### config.mk
export PLATFORM = sky130hd
export DESIGN_NAME = sched_board
export DESIGN_NICKNAME = d
export VERILOG_FILES = /design/src/rtl/sched_pkg.sv /design/src/rtl/sched_fu_slot.sv /design/src/rtl/sched_dest_table.sv /design/src/rtl/sched_war_guard.sv /design/src/rtl/sched_board.sv
export SDC_FILE = /design/constraint.sdc
export NUM_CORES = 1
export LEC_CHECK = 0
export ABC_AREA = 1
export BUFFER_PORTS_ARGS = -buffer_cell sky130_fd_sc_hd__buf_4
export CAP_MARGIN = 5
export CORE_ASPECT_RATIO = 0.75
export CORE_MARGIN = 3
export CORE_UTILIZATION = 36
export DETAILED_ROUTE_END_ITERATION = 7
export HOLD_SLACK_MARGIN = 0.08
export PLACE_DENSITY_LB_ADDON = 0.08
export SLEW_MARGIN = 40
export SYNTH_ARGS = -nofsm -noshare
export SYNTH_HDL_FRONTEND = slang
export SYNTH_SLANG_ARGS = --single-unit
export TNS_END_PERCENT = 5
### constraint.sdc
create_clock -name clk -period 5 [get_ports clk]
set_clock_uncertainty 0.1 [all_clocks]
set_input_delay 1 -clock clk [delete_from_list [all_inputs] [get_ports clk]]
set_output_delay 1 -clock clk [all_outputs]
set_load 0.01 [all_outputs]
### src/rtl/sched_pkg.sv
package sched_pkg;

  typedef enum logic [1:0] {
    PH_IDLE = 2'd0,
    PH_READ = 2'd1,
    PH_EXEC = 2'd2,
    PH_DONE = 2'd3
  } phase_e;

  // execution latency for each unit index
  function automatic int unsigned unit_latency(input int unsigned unit);
    case (unit)
      0:       return 2;
      1:       return 2;
      2:       return 3;
      default: return 1;
    endcase
  endfunction

endpackage

### src/rtl/sched_fu_slot.sv
module sched_fu_slot
  import sched_pkg::*;
#(
  parameter int unsigned NUM_FU  = 4,
  parameter int unsigned NUM_REG = 8,
  parameter int unsigned LAT     = 2,
  localparam int unsigned FU_W   = $clog2(NUM_FU),
  localparam int unsigned REG_W  = $clog2(NUM_REG),
  localparam int unsigned CNT_W  = $clog2(LAT + 1)
) (
  input  logic              clk,
  input  logic              rst_n,
  input  logic              issue_en,
  input  logic [REG_W-1:0]  iss_dst,
  input  logic [REG_W-1:0]  iss_src1,
  input  logic [REG_W-1:0]  iss_src2,
  input  logic              iss_pend1,
  input  logic              iss_pend2,
  input  logic [FU_W-1:0]   iss_own1,
  input  logic [FU_W-1:0]   iss_own2,
  input  logic [NUM_FU-1:0] wb_all,
  input  logic              war_hold,
  output logic              busy,
  output logic              reading,
  output logic [REG_W-1:0]  dst,
  output logic [REG_W-1:0]  src1,
  output logic [REG_W-1:0]  src2,
  output logic              rd_pulse,
  output logic              start_pulse,
  output logic              wb_pulse
);

  localparam logic [CNT_W-1:0] LAT_C = CNT_W'(LAT);
  localparam logic [CNT_W-1:0] ONE_C = CNT_W'(1);

  phase_e             phase_q;
  logic               wait1_q, wait2_q;
  logic [FU_W-1:0]    own1_q, own2_q;
  logic [CNT_W-1:0]   cnt_q;
  logic [REG_W-1:0]   dst_q, src1_q, src2_q;

  // named internal events
  logic               wait1_left, wait2_left;

  assign wait1_left  = wait1_q & ~wb_all[own1_q];
  assign wait2_left  = wait2_q & ~wb_all[own2_q];

  assign busy        = (phase_q != PH_IDLE);
  assign reading     = (phase_q == PH_READ);
  assign rd_pulse    = reading & ~wait1_q & ~wait2_q;
  assign start_pulse = (phase_q == PH_EXEC) & (cnt_q == LAT_C);
  assign wb_pulse    = (phase_q == PH_DONE) & ~war_hold;
  assign dst         = dst_q;
  assign src1        = src1_q;
  assign src2        = src2_q;

  always_ff @(posedge clk) begin
    if (!rst_n) begin
      phase_q <= PH_IDLE;
      wait1_q <= 1'b0;
      wait2_q <= 1'b0;
      own1_q  <= '0;
      own2_q  <= '0;
      cnt_q   <= '0;
      dst_q   <= '0;
      src1_q  <= '0;
      src2_q  <= '0;
    end else begin
      case (phase_q)
        PH_IDLE: begin
          if (issue_en) begin
            phase_q <= PH_READ;
            dst_q   <= iss_dst;
            src1_q  <= iss_src1;
            src2_q  <= iss_src2;
            wait1_q <= iss_pend1;
            wait2_q <= iss_pend2;
            own1_q  <= iss_own1;
            own2_q  <= iss_own2;
          end
        end
        PH_READ: begin
          if (rd_pulse) begin
            phase_q <= PH_EXEC;
            cnt_q   <= LAT_C;
          end else begin
            wait1_q <= wait1_left;
            wait2_q <= wait2_left;
          end
        end
        PH_EXEC: begin
          if (cnt_q == ONE_C) phase_q <= PH_DONE;
          cnt_q <= cnt_q - ONE_C;
        end
        default: begin
          if (wb_pulse) phase_q <= PH_IDLE;
        end
      endcase
    end
  end

  AST_START_FOLLOWS_READ: assert property (@(posedge clk) disable iff (!rst_n)
    rd_pulse |=> start_pulse);
  AST_IDLE_AFTER_WB: assert property (@(posedge clk) disable iff (!rst_n)
    wb_pulse |=> !busy);
  AST_NO_ISSUE_INTO_BUSY: assert property (@(posedge clk) disable iff (!rst_n)
    busy |-> !issue_en);

endmodule

### src/rtl/sched_dest_table.sv
module sched_dest_table #(
  parameter int unsigned NUM_FU  = 4,
  parameter int unsigned NUM_REG = 8,
  localparam int unsigned FU_W   = $clog2(NUM_FU),
  localparam int unsigned REG_W  = $clog2(NUM_REG)
) (
  input  logic                          clk,
  input  logic                          rst_n,
  input  logic                          set_en,
  input  logic [REG_W-1:0]              set_reg,
  input  logic [FU_W-1:0]               set_own,
  input  logic [NUM_FU-1:0]             wb_all,
  output logic [NUM_REG-1:0]            resv,
  output logic [NUM_REG-1:0][FU_W-1:0]  owner
);

  logic [NUM_REG-1:0]           resv_q;
  logic [NUM_REG-1:0][FU_W-1:0] own_q;

  assign resv  = resv_q;
  assign owner = own_q;

  always_ff @(posedge clk) begin
    if (!rst_n) begin
      resv_q <= '0;
      own_q  <= '0;
    end else begin
      for (int r = 0; r < NUM_REG; r++) begin
        if (resv_q[r] && wb_all[own_q[r]]) resv_q[r] <= 1'b0;
        if (set_en && (set_reg == REG_W'(r))) begin
          resv_q[r] <= 1'b1;
          own_q[r]  <= set_own;
        end
      end
    end
  end

  AST_CLAIM_ONLY_FREE: assert property (@(posedge clk) disable iff (!rst_n)
    set_en |-> !resv_q[set_reg]);

  for (genvar r = 0; r < NUM_REG; r++) begin : g_chk
    AST_RELEASE_ON_WB: assert property (@(posedge clk) disable iff (!rst_n)
      (resv_q[r] && wb_all[own_q[r]] && !(set_en && set_reg == REG_W'(r))) |=> !resv_q[r]);
  end

endmodule

### src/rtl/sched_war_guard.sv
module sched_war_guard #(
  parameter int unsigned NUM_FU  = 4,
  parameter int unsigned NUM_REG = 8,
  localparam int unsigned FU_W   = $clog2(NUM_FU),
  localparam int unsigned REG_W  = $clog2(NUM_REG)
) (
  input  logic                          clk,
  input  logic                          rst_n,
  input  logic                          issue_en,
  input  logic [FU_W-1:0]               issue_unit,
  input  logic [NUM_FU-1:0]             busy,
  input  logic [NUM_FU-1:0]             reading,
  input  logic [NUM_FU-1:0]             wb_all,
  input  logic [NUM_FU-1:0][REG_W-1:0]  fu_dst,
  input  logic [NUM_FU-1:0][REG_W-1:0]  fu_src1,
  input  logic [NUM_FU-1:0][REG_W-1:0]  fu_src2,
  output logic [NUM_FU-1:0]             war_hold
);

  // older_q[v][u]: the instruction in unit v entered before the one in unit u
  logic [NUM_FU-1:0][NUM_FU-1:0] older_q;

  function automatic logic names_reg(input logic [REG_W-1:0] a,
                                     input logic [REG_W-1:0] b,
                                     input logic [REG_W-1:0] r);
    return (a == r) || (b == r);
  endfunction

  always_ff @(posedge clk) begin
    if (!rst_n) begin
      older_q <= '0;
    end else if (issue_en) begin
      for (int v = 0; v < NUM_FU; v++) begin
        for (int u = 0; u < NUM_FU; u++) begin
          if (issue_unit == FU_W'(u))      older_q[v][u] <= busy[v] & ~wb_all[v];
          else if (issue_unit == FU_W'(v)) older_q[v][u] <= 1'b0;
        end
      end
    end
  end

  always_comb begin
    war_hold = '0;
    for (int u = 0; u < NUM_FU; u++) begin
      for (int v = 0; v < NUM_FU; v++) begin
        if (v != u && reading[v] && older_q[v][u] &&
            names_reg(fu_src1[v], fu_src2[v], fu_dst[u]))
          war_hold[u] = 1'b1;
      end
    end
  end

  for (genvar a = 0; a < NUM_FU; a++) begin : g_a
    for (genvar b = a + 1; b < NUM_FU; b++) begin : g_b
      AST_AGE_ANTISYMMETRIC: assert property (@(posedge clk) disable iff (!rst_n)
        !(older_q[a][b] && older_q[b][a]));
    end
  end

endmodule

### src/rtl/sched_board.sv
module sched_board
  import sched_pkg::*;
#(
  parameter int unsigned NUM_FU  = 4,
  parameter int unsigned NUM_REG = 8,
  localparam int unsigned FU_W   = $clog2(NUM_FU),
  localparam int unsigned REG_W  = $clog2(NUM_REG)
) (
  input  logic                      clk,
  input  logic                      rst_n,
  input  logic                      in_valid,
  input  logic [FU_W-1:0]           in_cls,
  input  logic [REG_W-1:0]          in_dst,
  input  logic [REG_W-1:0]          in_src1,
  input  logic [REG_W-1:0]          in_src2,
  output logic                      in_ready,
  output logic                      issue_fire,
  output logic [FU_W-1:0]           issue_unit,
  output logic [NUM_FU-1:0]         rd_fire,
  output logic [NUM_FU-1:0]         ex_start,
  output logic [NUM_FU-1:0]         wb_fire,
  output logic [NUM_FU*REG_W-1:0]   wb_dst
);

  logic [NUM_FU-1:0]             unit_busy, unit_reading, war_hold;
  logic [NUM_FU-1:0][REG_W-1:0]  unit_dst, unit_src1, unit_src2;
  logic [NUM_REG-1:0]            resv;
  logic [NUM_REG-1:0][FU_W-1:0]  resv_owner;
  logic                          pend1, pend2;

  // a source waits only if its owner is not writing it back right now
  function automatic logic src_pending(input logic [NUM_REG-1:0]           rv,
                                       input logic [NUM_REG-1:0][FU_W-1:0] ro,
                                       input logic [NUM_FU-1:0]            wv,
                                       input logic [REG_W-1:0]             r);
    return rv[r] && !wv[ro[r]];
  endfunction

  assign in_ready   = ~unit_busy[in_cls] & ~resv[in_dst];
  assign issue_fire = in_valid & in_ready;
  assign issue_unit = in_cls;
  assign pend1      = src_pending(resv, resv_owner, wb_fire, in_src1);
  assign pend2      = src_pending(resv, resv_owner, wb_fire, in_src2);
  assign wb_dst     = unit_dst;

  for (genvar g = 0; g < NUM_FU; g++) begin : g_unit
    sched_fu_slot #(
      .NUM_FU  (NUM_FU),
      .NUM_REG (NUM_REG),
      .LAT     (unit_latency(g))
    ) u_slot (
      .clk         (clk),
      .rst_n       (rst_n),
      .issue_en    (issue_fire && (in_cls == FU_W'(g))),
      .iss_dst     (in_dst),
      .iss_src1    (in_src1),
      .iss_src2    (in_src2),
      .iss_pend1   (pend1),
      .iss_pend2   (pend2),
      .iss_own1    (resv_owner[in_src1]),
      .iss_own2    (resv_owner[in_src2]),
      .wb_all      (wb_fire),
      .war_hold    (war_hold[g]),
      .busy        (unit_busy[g]),
      .reading     (unit_reading[g]),
      .dst         (unit_dst[g]),
      .src1        (unit_src1[g]),
      .src2        (unit_src2[g]),
      .rd_pulse    (rd_fire[g]),
      .start_pulse (ex_start[g]),
      .wb_pulse    (wb_fire[g])
    );
  end

  sched_dest_table #(
    .NUM_FU  (NUM_FU),
    .NUM_REG (NUM_REG)
  ) u_dest (
    .clk     (clk),
    .rst_n   (rst_n),
    .set_en  (issue_fire),
    .set_reg (in_dst),
    .set_own (in_cls),
    .wb_all  (wb_fire),
    .resv    (resv),
    .owner   (resv_owner)
  );

  sched_war_guard #(
    .NUM_FU  (NUM_FU),
    .NUM_REG (NUM_REG)
  ) u_war (
    .clk        (clk),
    .rst_n      (rst_n),
    .issue_en   (issue_fire),
    .issue_unit (in_cls),
    .busy       (unit_busy),
    .reading    (unit_reading),
    .wb_all     (wb_fire),
    .fu_dst     (unit_dst),
    .fu_src1    (unit_src1),
    .fu_src2    (unit_src2),
    .war_hold   (war_hold)
  );

  for (genvar a = 0; a < NUM_FU; a++) begin : g_wa
    for (genvar b = a + 1; b < NUM_FU; b++) begin : g_wb
      AST_WB_DST_DISTINCT: assert property (@(posedge clk) disable iff (!rst_n)
        (wb_fire[a] && wb_fire[b]) |-> (unit_dst[a] != unit_dst[b]));
    end
  end

endmodule

==> out/results.md, run 1 <==
• **chip height** 128 µm
• **library cell with the largest summed area after synthesis** sky130_fd_sc_hd__dfxtp_1
• **Setup crit end kind** output port
• **worst-skew pair later-pin latency** 0.37 ns
• **area share of the largest cell type after synthesis** 30.9%
• **Slew HR** 51.9%
• **number of remaining DRC errors** 0
• **Cell variety after synth** 30
• **final instance area** 0.00785 mm²
• **total routing usage reported by global routing** 21.2%
• **count of nets after finishing** 1152
• **Routed wire per std cell** 16.6 µm
• **clock tree from TritonCTS** built
• **Hold/Removal Path Class** reg -> reg
• **ranking of synthesized cells by instance count** sky130_fd_sc_hd__nand2_1 (285), sky130_fd_sc_hd__a21oi_1 (143), sky130_fd_sc_hd__inv_1 (131), sky130_fd_sc_hd__dfxtp_1 (111), sky130_fd_sc_hd__o21ai_0 (98)
• **CTS Sinks** 111
• **DP Wirelength** 17.0 mm
• **number of synthesized flops with an enable pin** 0
• **via count of the first global-routing pass** 6194
• **Bufs on Longest Clock Path** 2
• **syn_nets** 1153
• **layout cells sized above 1** 8.81%
• **area inside the core boundary** 0.0195 mm²
• **leak pwr** 3.40 nW
• **most instantiated flip-flop cell in the synthesis netlist** sky130_fd_sc_hd__dfxtp_1
• **Worst setup SP type** register
• **cells taking the most area after synthesis** sky130_fd_sc_hd__dfxtp_1 (31%), sky130_fd_sc_hd__nand2_1 (15%), sky130_fd_sc_hd__a21oi_1 (10%)
• **total area of sequential cells** 0.00222 mm²
• **Placement Cell Area** 0.00752 mm²
• **number of antenna violations at the first check in global routing** 1
• **max-slew violation count** 0
• **maximum net fanout on the critical path** 11
• **remaining global-route overflow** 0
• **number of buffers inserted during clock tree synthesis** 9
• **routability congestion estimate from global placement** 0.884
• **First-pass DRT Iterations** 5
• **final critical-path share of the clock period** 73.0%
• **total I/O pin count** 42
• **count of state elements after synthesis** 111
• **IO Port Bufs** 41
• **area of combinational cells with multiple inputs** 0.00409 mm²
• **largest net degree at the start of global routing** 61
• **final WL** 22.7 mm
• **die width** 169 µm
• **Async SR Flop Fraction** 0%
• **post-CTS setup-driven buffer insertion count** 0
• **final sum of negative setup slack** 0 ns
• **post-DR vias/cell** 5.02
• **syn_area_per_cell** 6.48 µm²
• **Power Dens Cells** 363 mW/mm²
• **post-synthesis instance area** 0.00719 mm²
• **arrival time worst endpoint** 2.55 ns
• **clock slew seen by the registers of the worst setup and hold paths** 0.07 ns
• **H-tree depth** 3
• **kind of critical path** reg -> out
• **number of placed instances, taps included** 1350
• **final standard cell count with taps included and fillers excluded** 1366
• **Worst Max-Slew Pin Slew** 0.715 ns
• **cell at the root of the clock tree** sky130_fd_sc_hd__clkbuf_16
• **fin crit period** 3.65 ns
• **most repeated cell in the gate-level netlist after synthesis** sky130_fd_sc_hd__nand2_1
• **area of the die** 0.0217 mm²
• **P&R area growth vs syn** 9.19%
• **required time of the critical path** 3.90 ns
• **Core Rows** 44
• **Register-to-Register Setup Slack** 1.99 ns
• **sequential fraction of the synthesis area** 30.9%
• **Starting Density** 36.9%
• **total of max-cap violations** 0
• **count of endpoints failing hold in the final timing report** 0
• **hold_buf cts** 0
• **antenna diode instance count** 0
• **setup repair after global routing missed its margin** no
• **total of endpoints with negative setup slack in the final report** 0
• **Final ANT Viol Nets** 0
• **routed vias** 6860
• **number of fill cells in the layout** 2104
• **CTS resizes** 0
• **maximum operating frequency** 274 MHz
• **Post-Syn Instances** 1109
• **violation count after the first detailed-route iteration** 580
• **maximum vdd ir drop** 0.000137 V
• **Ys Warns** 0
• **status** complete, no violations
• **wire length of the first global-routing pass** 36.0 mm
## final cells by class
cell class	instances	share of cell area [%]
clock inverters	3	0.606
repair buffers	47	4.50
multi-input cells	796	52.1
well taps	253	4.03
flip-flops and latches	111	28.3
clock buffers	13	3.57
inverters	143	6.84
## path summary, 6_finish.rpt
kind                                         from                                     to  cells after the start
max          g_unit[0].u_slot.dst[0]$_SDFFE_PN0P_                             wb_fire[0]                     11
max reg2reg  g_unit[2].u_slot.dst[2]$_SDFFE_PN0P_  g_unit[2].u_slot.wait2_q$_SDFFE_PN0P_                     16
min reg2reg         u_war.older_q[8]$_SDFFE_PN0P_          u_war.older_q[8]$_SDFFE_PN0P_                      2
min                 u_war.older_q[8]$_SDFFE_PN0P_          u_war.older_q[8]$_SDFFE_PN0P_                      2
## where the power goes
group          internal [W]  switching [W]  leakage (nW)  total, W
Sequential         0.000978       0.000117         0.901   0.00109
Clock              0.000447       0.000361         0.162  0.000809
Combinational      0.000335       0.000609          2.33  0.000944
## critical path: stages (launching register included)
cell,delay [ns]
sky130_fd_sc_hd__dfxtp_1,0.57
sky130_fd_sc_hd__inv_1,0.23
sky130_fd_sc_hd__nand2_1,0.10
sky130_fd_sc_hd__nand2_1,0.06
sky130_fd_sc_hd__nand3_1,0.07
sky130_fd_sc_hd__nand2_1,0.10
sky130_fd_sc_hd__nand2_1,0.07
sky130_fd_sc_hd__nand2_1,0.05
sky130_fd_sc_hd__inv_1,0.32
sky130_fd_sc_hd__nand2_1,0.18
sky130_fd_sc_hd__inv_2,0.25
sky130_fd_sc_hd__buf_4,0.17
## flip-flops by register name, summed over array words and instances (netlist names)
| name | flops |
|---|---|
| g_unit.u_slot.wait2_q | 4 |
| g_unit.u_slot.own2_q | 8 |
| g_unit.u_slot.dst | 12 |
| g_unit.u_slot.own1_q | 8 |
| g_unit.u_slot.src2 | 12 |
| u_dest.owner | 16 |
| g_unit.u_slot.phase_q | 8 |
| g_unit.u_slot.src1 | 12 |
| g_unit.u_slot.cnt_q | 7 |
| u_dest.resv | 8 |
| g_unit.u_slot.wait1_q | 4 |
| u_war.older_q | 12 |
## cells by family (layout without fill, tap and decap cells)
logic type | Yosys count | in the layout | synth area share, %
AOI/OAI and AO/OA | 267 | 267 | 18.9
xor gates and xnor gates | 46 | 46 | 5.61
adders and majority gates | 30 | 30 | 5.22
buffers and inverters | 202 | 206 | 12.2
DFF | 111 | 111 | 30.9
and+or+nand+nor | 453 | 453 | 27.2
## cells in the final DEF (no fill, tap or decap), types with 18 or more instances in the layout
cell | Yosys | final
sky130_fd_sc_hd__a21oi_1 | 143 | 143
sky130_fd_sc_hd__buf_4 | 23 | 47
sky130_fd_sc_hd__dfxtp_1 | 111 | 111
sky130_fd_sc_hd__ha_1 | 30 | 30
sky130_fd_sc_hd__inv_1 | 131 | 130
sky130_fd_sc_hd__nand2_1 | 285 | 285
sky130_fd_sc_hd__nand3_1 | 86 | 86
sky130_fd_sc_hd__nor2_1 | 50 | 50
sky130_fd_sc_hd__o21ai_0 | 98 | 98
sky130_fd_sc_hd__o21ai_1 | 18 | 18
sky130_fd_sc_hd__xnor2_1 | 46 | 46
## per-layer routing
metal	vias up	global-route usage, %	share of wire [%]
met1	3131	32.0	53
li1	3556	-	-
met5	-	0	0.057
met4	2	5.10	1.5
met2	147	31.2	41
met3	24	3.69	4.6
## stage by stage
stage	utilization (%)	hold WS [ns]	total power, W	setup WS [ns]
floorplan	-	0.339	0.00179	2.12
detailed placement	38.6	0.357	0.00206	1.69
CTS	40.3	0.369	0.00288	1.34
global placement	38.6	0.353	0.00206	1.69
global route	40.3	0.390	0.00305	1.12
finish	40.3	0.369	0.00285	1.35
No activity file was read; power rests on OpenSTA's default activity.
==> run 2, diff against run 1 <==
clock period = 3 ns   (was 5 ns; I/O delays follow)
==> out/results.md, run 2 (synthesis results as in run 1) <==
• **violation count after the first detailed-route iteration** 628, was 580
• **setup repair after global routing missed its margin** no, unchanged
• **clock tree from TritonCTS** built, unchanged
• **launch point of the worst path** g_unit[3].u_slot.dst[2]$_SDFFE_PN0P_, was g_unit[0].u_slot.dst[0]$_SDFFE_PN0P_
• **area of the die** 0.0217 mm², unchanged
• **maximum net fanout on the critical path** 8, was 11
• **commonest non-fill, non-tap cell in the layout** sky130_fd_sc_hd__nand2_1, unchanged
• **total of max-cap violations** 0, unchanged
• **Power Dens Cells** 603 mW/mm², was 363 mW/mm²
• **count of endpoints failing hold in the final timing report** 0, unchanged
• **Slew HR** 56.9%, was 51.9%
• **clock slew seen by the registers of the worst setup and hold paths** 0.07 ns, about the same
• **Worst Max-Slew Pin Slew** 0.646 ns, was 0.715 ns
• **worst flop-to-flop path startpoint** g_unit[0].u_slot.phase_q[0]$_SDFFE_PN0P_, was g_unit[2].u_slot.dst[2]$_SDFFE_PN0P_
• **number of buffers inserted during clock tree synthesis** 9, unchanged
• **total I/O pin count** 42, unchanged
• **chip height** 128 µm, unchanged
• **leak pwr** 3.51 nW, was 3.40 nW
• **Final ANT Viol Nets** 0, unchanged
• **Register-to-Register Setup Slack** 0.41 ns, was 1.99 ns
• **total routing usage reported by global routing** 21.6%, was 21.2%
• **number of antenna violations at the first check in global routing** 0, was 1
• **Routed wire per std cell** 16.6 µm, about the same
• **First-pass DRT Iterations** 6, was 5
• **commonest non-fill, non-tap cells in the layout** sky130_fd_sc_hd__nand2_1 (285), sky130_fd_sc_hd__a21oi_1 (143), sky130_fd_sc_hd__inv_1 (130), unchanged
• **die width** 169 µm, unchanged
• **Worst setup SP type** register, unchanged
• **maximum vdd ir drop** 0.000252 V, was 0.000137 V
• **via count of the first global-routing pass** 6319, was 6194
• **remaining global-route overflow** 0, unchanged
• **H-tree depth** 3, unchanged
• **post-DR vias/cell** 5.07, was 5.02
• **routability congestion estimate from global placement** 0.875, was 0.884
• **Setup crit end kind** output port, unchanged
• **Bufs on Longest Clock Path** 2, unchanged
• **flip-flop count of the largest register after layout** 16, unchanged
• **number of remaining DRC errors** 0, unchanged
• **antenna diode instance count** 0, unchanged
• **largest net degree at the start of global routing** 90, was 61
• **IO Port Bufs** 41, unchanged
• **final WL** 23.0 mm, was 22.7 mm
• **Core Rows** 44, unchanged
• **area inside the core boundary** 0.0195 mm², unchanged
• **final sum of negative setup slack** 0 ns, unchanged
• **critical path endpoint** wb_fire[3], was wb_fire[0]
• **maximum operating frequency** 353 MHz
• **CTS Sinks** 111, unchanged
• **worst hold start** u_war.older_q[1]$_SDFFE_PN0P_, was u_war.older_q[8]$_SDFFE_PN0P_
• **count of nets after finishing** 1171, was 1152
• **P&R area growth vs syn** 11.8%, was 9.19%
• **FF-to-FF path depth** 11, was 16
• **kind of critical path** reg -> out, unchanged
• **worst-skew pair later-pin latency** 0.36 ns, was 0.37 ns
• **DP Wirelength** 16.9 mm, was 17.0 mm
• **fin crit period** 2.84 ns
• **arrival time worst endpoint** 2.14 ns, was 2.55 ns
• **Final Total Pwr** 0.00484 W, was 0.00285 W
• **Hold/Removal Path Class** reg -> reg, unchanged
• **Worst R2R End** g_unit[1].u_slot.src2[1]$_SDFFE_PN0P_, was g_unit[2].u_slot.wait2_q$_SDFFE_PN0P_
• **Starting Density** 36.9%, unchanged
• **layout cells sized above 1** 10.3%, was 8.81%
• **wire length of the first global-routing pass** 36.8 mm, was 36.0 mm
• **final critical-path share of the clock period** 94.5%
• **cell at the root of the clock tree** sky130_fd_sc_hd__clkbuf_16, unchanged
• **required time of the critical path** 2.30 ns, was 3.90 ns
• **total of endpoints with negative setup slack in the final report** 0, unchanged
• **post-CTS setup-driven buffer insertion count** 0, unchanged
• **status** complete, no violations, unchanged
• **routed vias** 7018, was 6860
• **max-slew violation count** 0, unchanged
==> run 2: worst min path at each step <==
stage               slack (ns)                            end  depth (start not counted)
floorplan                 0.34    u_dest.resv[5]$_SDFFE_PN0P_                          2
global placement          0.36  u_war.older_q[8]$_SDFFE_PN0P_                          2
detailed placement        0.35  u_war.older_q[1]$_SDFFE_PN0P_                          2
CTS                       0.36  u_war.older_q[1]$_SDFFE_PN0P_                          2
global route              0.39    u_dest.resv[6]$_SDFFE_PN0P_                          2
finish                    0.37  u_war.older_q[1]$_SDFFE_PN0P_                          2
==> run 2: final cells by class <==
class                      instances  area, µm²
clock buffer                      11        233
timing repair buffer              66        537
tap                              253        317
inverter                         143        537
fill                            2132      11500
sequential                       111       2220
multi-input combinational        796       4090
clock inverter                     4       95.1
==> run 2: layer usage <==
| metal | track usage [%] | wire, µm |
|---|---|---|
| met4 | 3.70 | 176 |
| met2 | 31.6 | 9400 |
| met1 | 33.5 | 12100 |
| met5 | 0 | 0 |
| met3 | 3.47 | 1280 |
==> run 2: worst max-delay path, stage by stage, from the launching register on <==
cell                       delay (ns)
sky130_fd_sc_hd__dfxtp_1         0.67
sky130_fd_sc_hd__xnor2_1         0.18
sky130_fd_sc_hd__nand3_1         0.09
sky130_fd_sc_hd__nand2_1         0.11
sky130_fd_sc_hd__nand2_1         0.07
sky130_fd_sc_hd__nand2_1         0.06
sky130_fd_sc_hd__inv_1           0.13
sky130_fd_sc_hd__nand2_1         0.18
sky130_fd_sc_hd__clkinv_1        0.11
sky130_fd_sc_hd__buf_4           0.16
==> run 2: power by group <==
group	switching (W)	internal [W]
logic	0.00105	0.000590
registers	0.000183	0.00163
clock network	0.000576	0.000813
total	0.00181	0.00303
==> run 2: timing repair <==
item,4_1_cts,5_1_grt
hold endpoints to repair,0,0
hold buffers,0,0
endpoints found under the setup margin,0,2
gates resized for setup,0,3
==> run 2: per-stage QoR <==
| step | setup WS (ns) | hold WS [ns] | std cells | area [µm²] | utilization (%) |
|---|---|---|---|---|---|
| 2_1_floorplan | 0.914 | 0.339 | 1109 | 7190 | - |
| 3_3_place_gp | 0.365 | 0.357 | 1369 | 7700 | 39.5 |
| 3_5_place_dp | 0.436 | 0.352 | 1369 | 7700 | 39.5 |
| 4_1_cts | 0.0768 | 0.362 | 1384 | 8030 | 41.2 |
| 5_1_grt | 0.00613 | 0.392 | 1384 | 8030 | 41.2 |
| 6_report | 0.165 | 0.366 | 1384 | 8030 | 41.2 |
==> run 3, diff against run 2 <==
RECOVER_POWER = 50   (was not set)
==> out/results.md, run 3 (synthesis results as in run 1) <==
• **status** complete, no violations, unchanged
• **routability congestion estimate from global placement** 0.875, unchanged
• **worst flop-to-flop path startpoint** g_unit[0].u_slot.phase_q[0]$_SDFFE_PN0P_, unchanged
• **DP Wirelength** 16.9 mm, unchanged
• **worst-skew pair later-pin latency** 0.36 ns, about the same
• **die width** 169 µm, unchanged
• **area of the die** 0.0217 mm², unchanged
• **maximum operating frequency** 353 MHz, about the same
• **number of antenna violations at the first check in global routing** 0, unchanged
• **maximum vdd ir drop** 0.000251 V, was 0.000252 V
• **utilization of the core after routing** 40.7%, was 41.2%
• **largest net degree at the start of global routing** 90, unchanged
• **Final Worst Setup Slack** 0.167 ns, was 0.165 ns
• **layout cells sized above 1** 7.96%, was 10.3%
• **chip height** 128 µm, unchanged
• **kind of critical path** reg -> out, unchanged
• **H-tree depth** 3, unchanged
• **Worst Path Buf+Inv** 3, unchanged
• **hold_buf cts** 0, unchanged
• **required time of the critical path** 2.30 ns, about the same
• **max-slew violation count** 0, unchanged
• **maximum net fanout on the critical path** 8, unchanged
• **fin crit period** 2.83 ns, was 2.84 ns
• **worst hold slack** 0.365 ns, was 0.366 ns
• **Setup crit end kind** output port, unchanged
• **Routed wire per std cell** 16.6 µm, about the same
• **Seq pwr share** 37.7%, was 37.5%
• **post-DR vias/cell** 5.06, was 5.07
• **arrival time worst endpoint** 2.13 ns, was 2.14 ns
• **total routing usage reported by global routing** 21.6%, unchanged
• **worst-path cell with the longest stage delay** sky130_fd_sc_hd__dfxtp_1, unchanged
• **delay-heaviest family, CP** flip-flops, unchanged
• **Final ANT Viol Nets** 0, unchanged
• **flip-flop count of the largest register after layout** 16, unchanged
• **clock group share of total power** 28.9%, was 28.7%
• **P&R area growth vs syn** 10.5%, was 11.8%
• **final standard cell count with taps included and fillers excluded** 1384, unchanged
• **antenna diode instance count** 0, unchanged
• **leak pwr** 3.42 nW, was 3.51 nW
• **violation count after the first detailed-route iteration** 625, was 628
• **CTS Sinks** 111, unchanged
• **routed vias** 7000, was 7018
• **Core Rows** 44, unchanged
• **number of buffers inserted during clock tree synthesis** 9, unchanged
• **Cell Chain, Critical Path** xnor2_1 > nand3_1 > nand2_1 > nand2_1 > nand2_1 > inv_1 > nand2_1 > clkinv_1 > buf_4, unchanged
• **Worst setup SP type** register, unchanged
• **cell at the root of the clock tree** sky130_fd_sc_hd__clkbuf_16, unchanged
• **IO Port Bufs** 41, unchanged
• **post-place setup slack** 0.436 ns, unchanged
• **delay of the slowest critical-path stage** 0.67 ns, about the same
• **commonest non-fill, non-tap cells in the layout** sky130_fd_sc_hd__nand2_1 (286), sky130_fd_sc_hd__a21oi_1 (143), sky130_fd_sc_hd__inv_1 (131), was sky130_fd_sc_hd__nand2_1 (285), sky130_fd_sc_hd__a21oi_1 (143), sky130_fd_sc_hd__inv_1 (130)
• **Starting Density** 36.9%, unchanged
• **Cell Int Power** 0.00301 W, was 0.00303 W
• **final sum of negative setup slack** 0 ns, unchanged
• **Hold/Removal Path Class** reg -> reg, unchanged
• **final WL** 23.0 mm, about the same
• **Bufs on Longest Clock Path** 2, unchanged
• **area inside the core boundary** 0.0195 mm², unchanged
• **Psw** 0.00180 W, was 0.00181 W
• **wire length of the first global-routing pass** 36.8 mm, unchanged
• **remaining global-route overflow** 0, unchanged
• **launch point of the worst path** g_unit[3].u_slot.dst[2]$_SDFFE_PN0P_, unchanged
• **total I/O pin count** 42, unchanged
• **clock slew seen by the registers of the worst setup and hold paths** 0.07 ns, about the same
• **number of remaining DRC errors** 0, unchanged
• **final critical-path share of the clock period** 94.4%, was 94.5%
• **count of nets after finishing** 1171, unchanged
• **number of placed instances, taps included** 1369, unchanged
• **setup repair after global routing missed its margin** no, unchanged
• **via count of the first global-routing pass** 6319, unchanged
• **Slew HR** 56.2%, was 56.9%
• **commonest non-fill, non-tap cell in the layout** sky130_fd_sc_hd__nand2_1, unchanged
• **count of endpoints failing hold in the final timing report** 0, unchanged
• **combinational share of power** 33.4%, was 33.8%
• **switching part of the total power** 37.4%, was 37.3%
• **total of max-cap violations** 0, unchanged
• **Power Dens Cells** 606 mW/mm², was 603 mW/mm²
• **worst hold start** u_war.older_q[1]$_SDFFE_PN0P_, unchanged
• **First-pass DRT Iterations** 5, was 6
• **most common cell type on the critical path** sky130_fd_sc_hd__nand2_1, unchanged
• **Worst Max-Slew Pin Slew** 0.652 ns, was 0.646 ns
• **total of endpoints with negative setup slack in the final report** 0, unchanged
• **clock tree from TritonCTS** built, unchanged
==> run 3: power groups by stage <==
stage	combinational (W)	clock (W)	sequential (W)
global placement	0.00163	0	0.00185
detailed placement	0.00163	0	0.00185
finish	0.00161	0.00139	0.00181
global route	0.00181	0.00147	0.00184
CTS	0.00163	0.00142	0.00181
floorplan	0.00120	0	0.00178
==> run 3: routing by layer <==
| layer | global-route usage (%) | share of wire [%] | vias to the layer above |
|---|---|---|---|
| met3 | 3.47 | 5.8 | 13 |
| met1 | 33.5 | 52 | 3199 |
| met4 | 3.70 | 0.88 | 0 |
| li1 | - | - | 3593 |
| met5 | 0 | 0 | - |
| met2 | 31.6 | 41 | 195 |
==> run 3: layout make-up <==
class / instances / area (µm²)
Clock buffer: 11 / 233
Fill cell: 2151 / 11500
Clock inverter: 4 / 95.1
Multi-Input combinational cell: 796 / 4060
Tap cell: 253 / 317
Inverter: 143 / 537
Timing Repair Buffer: 66 / 477
Sequential cell: 111 / 2220
==> run 3: timing repair <==
item	4_1_cts	5_1_grt
setup buffers	0	0
gates resized for setup	0	3
setup endpoints to repair	0	2
==> run 3: worst reg2reg max path, delay by kind of cell (launching register included) <==
| kind | cells | cell delay (ns) |
|---|---|---|
| buffers and inverters | 3 | 0.55 |
| and+or+nand+nor | 3 | 0.73 |
| DFF | 1 | 0.35 |
| AOI/OAI and AO/OA | 4 | 0.53 |
| adders and majority gates | 1 | 0.30 |
==> run 3: path summary, 6_finish.rpt <==
| kind | end | slack (ns) | depth (start not counted) |
|---|---|---|---|
| worst max-delay path | wb_fire[3] | 0.17 | 9 |
| worst min-delay path | u_war.older_q[1]$_SDFFE_PN0P_ | 0.36 | 2 |
| worst max register to register | g_unit[0].u_slot.dst[0]$_SDFFE_PN0P_ | 0.36 | 11 |
| worst min register to register | u_war.older_q[1]$_SDFFE_PN0P_ | 0.36 | 2 |
==> run 3: through the flow <==
| stage | cell area, µm² | total power (W) |
|---|---|---|
| finish | 7940 | 0.00481 |
| detailed placement | 7700 | 0.00347 |
| CTS | 8030 | 0.00487 |
| floorplan | 7190 | 0.00298 |
| global route | 7940 | 0.00513 |
| global placement | 7700 | 0.00348 |
